[config.mk]
export PLATFORM = sky130hd
export DESIGN_NAME = cmp_timer24
export DESIGN_NICKNAME = d
export VERILOG_FILES = /design/src/rtl/cmp_timer24_pkg.sv /design/src/rtl/cmp_timer24_bus_dec.sv /design/src/rtl/cmp_timer24_counter.sv /design/src/rtl/cmp_timer24_compare.sv /design/src/rtl/cmp_timer24.sv
export SDC_FILE = /design/constraint.sdc
export NUM_CORES = 1
export LEC_CHECK = 0
export BUFFER_PORTS_ARGS = -buffer_cell sky130_fd_sc_hd__buf_2
export CAP_MARGIN = 10
export CELL_PAD_IN_SITES_DETAIL_PLACEMENT = 0
export CELL_PAD_IN_SITES_GLOBAL_PLACEMENT = 1
export CORE_MARGIN = 5
export CORE_UTILIZATION = 40
export DETAILED_ROUTE_END_ITERATION = 10
export GPL_TIMING_DRIVEN = 0
export PLACE_DENSITY_LB_ADDON = 0.1
export SLEW_MARGIN = 20
export SYNTH_ARGS = -nofsm -noshare
export SYNTH_HDL_FRONTEND = slang
export SYNTH_SLANG_ARGS = --single-unit
[constraint.sdc]
create_clock -name clk -period 5.35 [get_ports clk]
set_input_delay 0.535 -clock clk [delete_from_list [all_inputs] [get_ports clk]]
set_output_delay 0.535 -clock clk [all_outputs]
set_load 0.03 [all_outputs]
[src/rtl/cmp_timer24_pkg.sv]
package cmp_timer24_pkg;

    localparam int DEF_HALF_W = 12;
    localparam int REG_ADDR_W = 3;

    typedef enum logic [REG_ADDR_W-1:0] {
        REG_CNT_LO = 3'd0,
        REG_CNT_HI = 3'd1,
        REG_LAT_LO = 3'd2,
        REG_LAT_HI = 3'd3,
        REG_CMP_LO = 3'd4,
        REG_CMP_HI = 3'd5
    } reg_sel_e;

    typedef struct packed {
        logic cnt_lo;
        logic cnt_hi;
        logic lat_lo;
        logic lat_hi;
        logic cmp_lo;
        logic cmp_hi;
    } wr_strb_t;

    function automatic wr_strb_t decode_wr(input logic cs, input logic we,
                                           input logic [REG_ADDR_W-1:0] a);
        wr_strb_t s;
        s = '0;
        if (cs && we) begin
            case (a)
                REG_CNT_LO: s.cnt_lo = 1'b1;
                REG_CNT_HI: s.cnt_hi = 1'b1;
                REG_LAT_LO: s.lat_lo = 1'b1;
                REG_LAT_HI: s.lat_hi = 1'b1;
                REG_CMP_LO: s.cmp_lo = 1'b1;
                REG_CMP_HI: s.cmp_hi = 1'b1;
                default:    s = '0;
            endcase
        end
        return s;
    endfunction

endpackage

[src/rtl/cmp_timer24_bus_dec.sv]
module cmp_timer24_bus_dec
    import cmp_timer24_pkg::*;
(
    input  logic                  cs,
    input  logic                  we,
    input  logic [REG_ADDR_W-1:0] addr,
    output wr_strb_t              strb
);
    always_comb strb = decode_wr(cs, we, addr);
endmodule

[src/rtl/cmp_timer24_counter.sv]
module cmp_timer24_counter #(
    parameter int HALF_W = 12
) (
    input  logic                clk,
    input  logic                rst,
    input  logic                tick_en,
    input  logic                reload_mode,
    input  logic                wr_cnt_lo,
    input  logic                wr_cnt_hi,
    input  logic                wr_lat_lo,
    input  logic                wr_lat_hi,
    input  logic [HALF_W-1:0]   wdata,
    output logic [2*HALF_W-1:0] cnt_q,
    output logic [2*HALF_W-1:0] latch_q
);
    localparam int CNT_W = 2 * HALF_W;
    localparam logic [CNT_W-1:0] CNT_MAX = {CNT_W{1'b1}};

    always_ff @(posedge clk) begin
        if (rst) begin
            latch_q <= '0;
        end else begin
            if (wr_cnt_lo || wr_lat_lo) latch_q[HALF_W-1:0]     <= wdata;
            if (wr_lat_hi)              latch_q[CNT_W-1:HALF_W] <= wdata;
        end
    end

    always_ff @(posedge clk) begin
        if (rst) begin
            cnt_q <= '0;
        end else if (wr_cnt_hi) begin
            cnt_q <= {wdata, latch_q[HALF_W-1:0]};
        end else if (tick_en) begin
            if (cnt_q == CNT_MAX) cnt_q <= reload_mode ? latch_q : '0;
            else                  cnt_q <= cnt_q + 1'b1;
        end
    end
endmodule

[src/rtl/cmp_timer24_compare.sv]
module cmp_timer24_compare #(
    parameter int HALF_W = 12
) (
    input  logic                clk,
    input  logic                rst,
    input  logic                wr_cmp_lo,
    input  logic                wr_cmp_hi,
    input  logic                wr_cnt_hi,
    input  logic                flag_clr,
    input  logic [HALF_W-1:0]   wdata,
    input  logic [2*HALF_W-1:0] cnt_q,
    output logic [2*HALF_W-1:0] cmp_q,
    output logic                flag_q
);
    localparam int CNT_W = 2 * HALF_W;

    logic above;
    logic above_q;

    assign above = (cnt_q > cmp_q);

    always_ff @(posedge clk) begin
        if (rst) begin
            cmp_q <= {CNT_W{1'b1}};
        end else begin
            if (wr_cmp_lo) cmp_q[HALF_W-1:0]     <= wdata;
            if (wr_cmp_hi) cmp_q[CNT_W-1:HALF_W] <= wdata;
        end
    end

    always_ff @(posedge clk) begin
        if (rst) begin
            above_q <= 1'b0;
            flag_q  <= 1'b0;
        end else begin
            above_q <= above;
            if (wr_cnt_hi)              flag_q <= 1'b0;
            else if (above && !above_q) flag_q <= 1'b1;
            else if (flag_clr)          flag_q <= 1'b0;
        end
    end
endmodule

[src/rtl/cmp_timer24.sv]
module cmp_timer24
    import cmp_timer24_pkg::*;
#(
    parameter int HALF_W = DEF_HALF_W
) (
    input  logic                  clk,
    input  logic                  rst,
    input  logic                  bus_cs,
    input  logic                  bus_we,
    input  logic [REG_ADDR_W-1:0] bus_addr,
    input  logic [HALF_W-1:0]     bus_wdata,
    output logic [HALF_W-1:0]     bus_rdata,
    input  logic                  tick_en,
    input  logic                  reload_mode,
    input  logic                  flag_clr,
    output logic                  cmp_flag
);
    localparam int CNT_W = 2 * HALF_W;

    wr_strb_t         strb;
    logic [CNT_W-1:0] cnt_q;
    logic [CNT_W-1:0] latch_q;
    logic [CNT_W-1:0] cmp_q;

    cmp_timer24_bus_dec u_dec (
        .cs   (bus_cs),
        .we   (bus_we),
        .addr (bus_addr),
        .strb (strb)
    );

    cmp_timer24_counter #(.HALF_W(HALF_W)) u_cnt (
        .clk         (clk),
        .rst         (rst),
        .tick_en     (tick_en),
        .reload_mode (reload_mode),
        .wr_cnt_lo   (strb.cnt_lo),
        .wr_cnt_hi   (strb.cnt_hi),
        .wr_lat_lo   (strb.lat_lo),
        .wr_lat_hi   (strb.lat_hi),
        .wdata       (bus_wdata),
        .cnt_q       (cnt_q),
        .latch_q     (latch_q)
    );

    cmp_timer24_compare #(.HALF_W(HALF_W)) u_cmp (
        .clk       (clk),
        .rst       (rst),
        .wr_cmp_lo (strb.cmp_lo),
        .wr_cmp_hi (strb.cmp_hi),
        .wr_cnt_hi (strb.cnt_hi),
        .flag_clr  (flag_clr),
        .wdata     (bus_wdata),
        .cnt_q     (cnt_q),
        .cmp_q     (cmp_q),
        .flag_q    (cmp_flag)
    );

    always_comb begin
        case (bus_addr)
            REG_CNT_LO: bus_rdata = cnt_q[HALF_W-1:0];
            REG_CNT_HI: bus_rdata = cnt_q[CNT_W-1:HALF_W];
            REG_LAT_LO: bus_rdata = latch_q[HALF_W-1:0];
            REG_LAT_HI: bus_rdata = latch_q[CNT_W-1:HALF_W];
            REG_CMP_LO: bus_rdata = cmp_q[HALF_W-1:0];
            REG_CMP_HI: bus_rdata = cmp_q[CNT_W-1:HALF_W];
            default:    bus_rdata = '0;
        endcase
    end
endmodule

==> implementation parameters <==
Parameter                              Value

Floorplan
  Die Footprint    13700 sq um
  Floorplan die width    117 um
  Die Height    117 um
  Area of the core region    11300 sq um
  Number of rows in the core area    39
  Starting utilization of the core area    40.5%
  Boundary pin count    35

Logic synthesis
  Count of flip-flops with a built-in enable after synthesis    0
  Number of warnings issued by yosys    0
  Post-synthesis register bit count    74
  Synth Net Count    between 600 and 700
  Leading area contributor after synthesis    dfxtp_1
  Cell area after synthesis    4580 sq um
  Cell types occupying the most area after synthesis    dfxtp_1 (32%), nand2_1 (8.4%), ha_1 (6.8%)
  Portion of the post-synthesis area used by sequential elements    between 30% and 40%
  Average cell area after synthesis    7.83 sq um
  Cell with the most instances after synthesis    nand2_1
  Async SR Flop Fraction    0%
  Synth Flop Type    dfxtp_1
  Most used standard cells in the synthesized netlist    nand2_1 (102), dfxtp_1 (74), a21oi_1 (50)
  Post-synth cell types    61
  Share of the synthesized area in the top cell type    32.3%
  Syn Inst Count    585

Worst setup path
  Number of buffer and inverter stages on the critical path    5
  Slowest stage cell, crit path    buf_2
  Stage delay of the slowest cell on the critical path    0.44 ns
  Highest net fanout along the worst path    10
  Cell-by-cell trace of the critical path    buf_2, buf_2, buf_2, buf_2, mux2i_1, o221ai_1, buf_2
  Critical Path Most Common Cell    buf_2
  Cell class contributing the biggest share of worst-path delay    buffers and inverters
  Kind of launch point of the worst setup path    input pin
  Required arrival time at the worst endpoint    4.82 ns
  Endpoint type of the worst setup path    primary output
  Arrival time worst endpoint    2.45 ns
  Setup CP Type    input pin to primary output

Worst hold path
  Min-Delay Path Class    input pin to flip-flop

Timing
  Highest clock rate    between 300 and 400 MHz
  Ratio of final minimum period to clock period    55.9%
  Worst clock skew    0.00812 ns
  Final worst-path setup slack    2.36 ns
  Setup total negative slack    0 ns
  Worst-case headroom to the max-slew limit    33.6%
  Final slew viol count    0
  Final critical path time including I/O delays and setup    2.99 ns
  Setup repair after global routing missed its margin    false
  Worst hold slack    between 0.4 and 0.5 ns
  Final hold viol count    0
  Number of failing setup endpoints in the final timing report    0
  Transition time of the tightest slew-check pin    0.988 ns

Outcome
  Run status    finished clean

Power and ir drop
  Switching Fraction    28.0%
  Total power per unit cell area    264 nW/um^2
  Flop pwr share    a little over two fifths
  Share of total power in combinational logic    12.4%
  Cell Int Power    0.000989 W
  Clock share of power    44.8%
  Power spent charging and discharging nets    0.000385 W
  IR Drop Worst-Case VDD    0.000128 V
  Standby leakage power    2.20 nW

GRT
  GR Overflow Total    0
  Wire length of the first global-routing pass    28.0 mm
  Via count of the first global-routing pass    4521
  Pin count of the biggest net entering global routing    12
  GRT Overall Usage    28.5%
  Initial antenna violation count    0

Routing
  Wire length on met3    1.54 mm
  Antenna viol nets, final    0
  Average wire per standard cell    24.1 um
  DRT Wirelength    ~19 mm
  Vias    4806
  Drt first pass iters    5
  Via/cell ratio    6.19
  Detailed-routing wirelength on met1    8.29 mm
  DR DRC count    0
  Initial drt markers    509
  Met2 wire length    8.32 mm
  Top sig layer    met4

Clock tree
  Clock tree from TritonCTS    done
  Clock Sink Count    74
  Number of levels in the clock H-tree    3
  CTS root buf    clkbuf_16
  Maximum buffer depth of the clock tree    2
  Hold buffers post-CTS    0
  Number of buffers inserted during clock tree synthesis    9
  Clock latency on the worst-skew pair    between 0.3 and 0.4 ns
  Clock transition at path regs    0.05 ns
  Post CTS Setup Buffer Count    0
  Count of instances resized after the clock tree is built    0

Layout
  Ant. Diodes    0
  Area growth from synthesis to final layout    13.8%
  Share of final-layout standard cells stronger than drive strength 1    12.0%
  Number of nets at the end of the flow    between 600 and 700

Place
  Placed wire-length estimate after detailed placement    13.9 mm
  Routability Congestion    0.957
  PortBufs    33
  Pre-CTS worst setup slack    2.41 ns

Flow run
  Max Cap Viol    0
area by class of cell:
type	instances	area (sq um)
well taps	143	179
clock inverters	3	40.0
inverters	33	124
flip-flops and latches	74	1480
repair buffers	33	165
clock buffers	12	246
multi-input cells	442	2820
fillers	1174	6110
plain buffers	36	153
layer usage:
metal,vias to the layer above,global-route usage [%]
met2,221,42.9
met5,-,0
met1,2338,39.7
li1,2216,-
met4,0,11.2
met3,31,6.12
power by group through the flow:
stage / Sequential (W) / Clock [W] / Combinational, W
2_1_floorplan: 0.000589 / 0 / 0.000103
3_3_place_gp: 0.000599 / 0 / 0.000165
3_5_place_dp: 0.000599 / 0 / 0.000166
4_1_cts: 0.000587 / 0.000622 / 0.000167
5_1_grt: 0.000589 / 0.000641 / 0.000184
6_report: 0.000588 / 0.000616 / 0.000171
cells in the final DEF, fill, tap and decap left out, drive strengths merged, types with 5 or more instances in the layout:
master | synthesis | layout
xnor2 | 8 | 8
clkbuf | 23 | 35
nor3 | 21 | 21
a221oi | 6 | 6
and3 | 6 | 6
dfxtp | 74 | 74
mux2i | 16 | 16
a22oi | 9 | 9
o22ai | 5 | 5
nor2b | 6 | 6
buf | 13 | 46
o21ai | 13 | 13
o211ai | 29 | 29
inv | 32 | 32
ha | 25 | 25
a211oi | 15 | 15
a21oi | 50 | 50
nor4 | 8 | 8
nand2 | 102 | 102
o221ai | 6 | 6
nand4 | 15 | 15
nand3 | 18 | 18
nor2 | 40 | 40
metrics by stage:
| stage | cell area, sq um | util (%) | std cells | total power, W |
|---|---|---|---|---|
| final | 5210 | 46.0 | 776 | 0.00137 |
| after global routing | 5210 | 46.0 | 776 | 0.00141 |
| after CTS | 5210 | 46.0 | 776 | 0.00138 |
| after detailed placement | 4930 | 43.5 | 761 | 0.000766 |
| after global placement | 4930 | 43.5 | 761 | 0.000764 |
| after floorplan | 4580 | - | 585 | 0.000692 |
cell families (layout without fill, tap and decap cells):
| logic type | count (synthesis) | count (layout) | share of synthesized area [%] |
|---|---|---|---|
| XOR/XNOR | 10 | 10 | 1.91 |
| flip-flops | 74 | 74 | 32.3 |
| AND/OR/NAND/NOR | 230 | 230 | 24.9 |
| adder cells (fa/ha/maj) | 25 | 25 | 6.83 |
| AO/OA/AOI/OAI | 156 | 156 | 22.7 |
| buffers and inverters | 69 | 117 | 6.03 |
| multiplexers | 21 | 21 | 5.22 |
path summary, 6_finish.rpt:
path | from | endpoint | slack (ns) | cells past startpoint
worst min-delay path | flag_clr | u_cmp.flag_q$_SDFFE_PP0P_ | 0.47 | 3
worst min register to register | u_cnt.latch_q[3]$_SDFFE_PP0P_ | u_cnt.latch_q[3]$_SDFFE_PP0P_ | 0.49 | 2
worst max register to register | u_cnt.cnt_q[1]$_SDFFE_PP0P_ | u_cnt.cnt_q[22]$_SDFFE_PP0P_ | 3.03 | 7
worst max-delay path | bus_addr[0] | bus_rdata[2] | 2.36 | 7
worst min-delay path: cells and delay by family:
family / cells / cell delay (ns)
buffers and inverters: 1 / 0.07
AOI/OAI and AO/OA: 1 / 0.07
and+or+nand+nor: 1 / 0.09
registers in the layout (all words and copies together) (netlist names):
name	count
u_cmp.flag_q	1
u_cnt.cnt_q	24
u_cmp.cmp_q	24
u_cmp.above_q	1
u_cnt.latch_q	24
No activity file was read; power rests on OpenSTA's default activity.
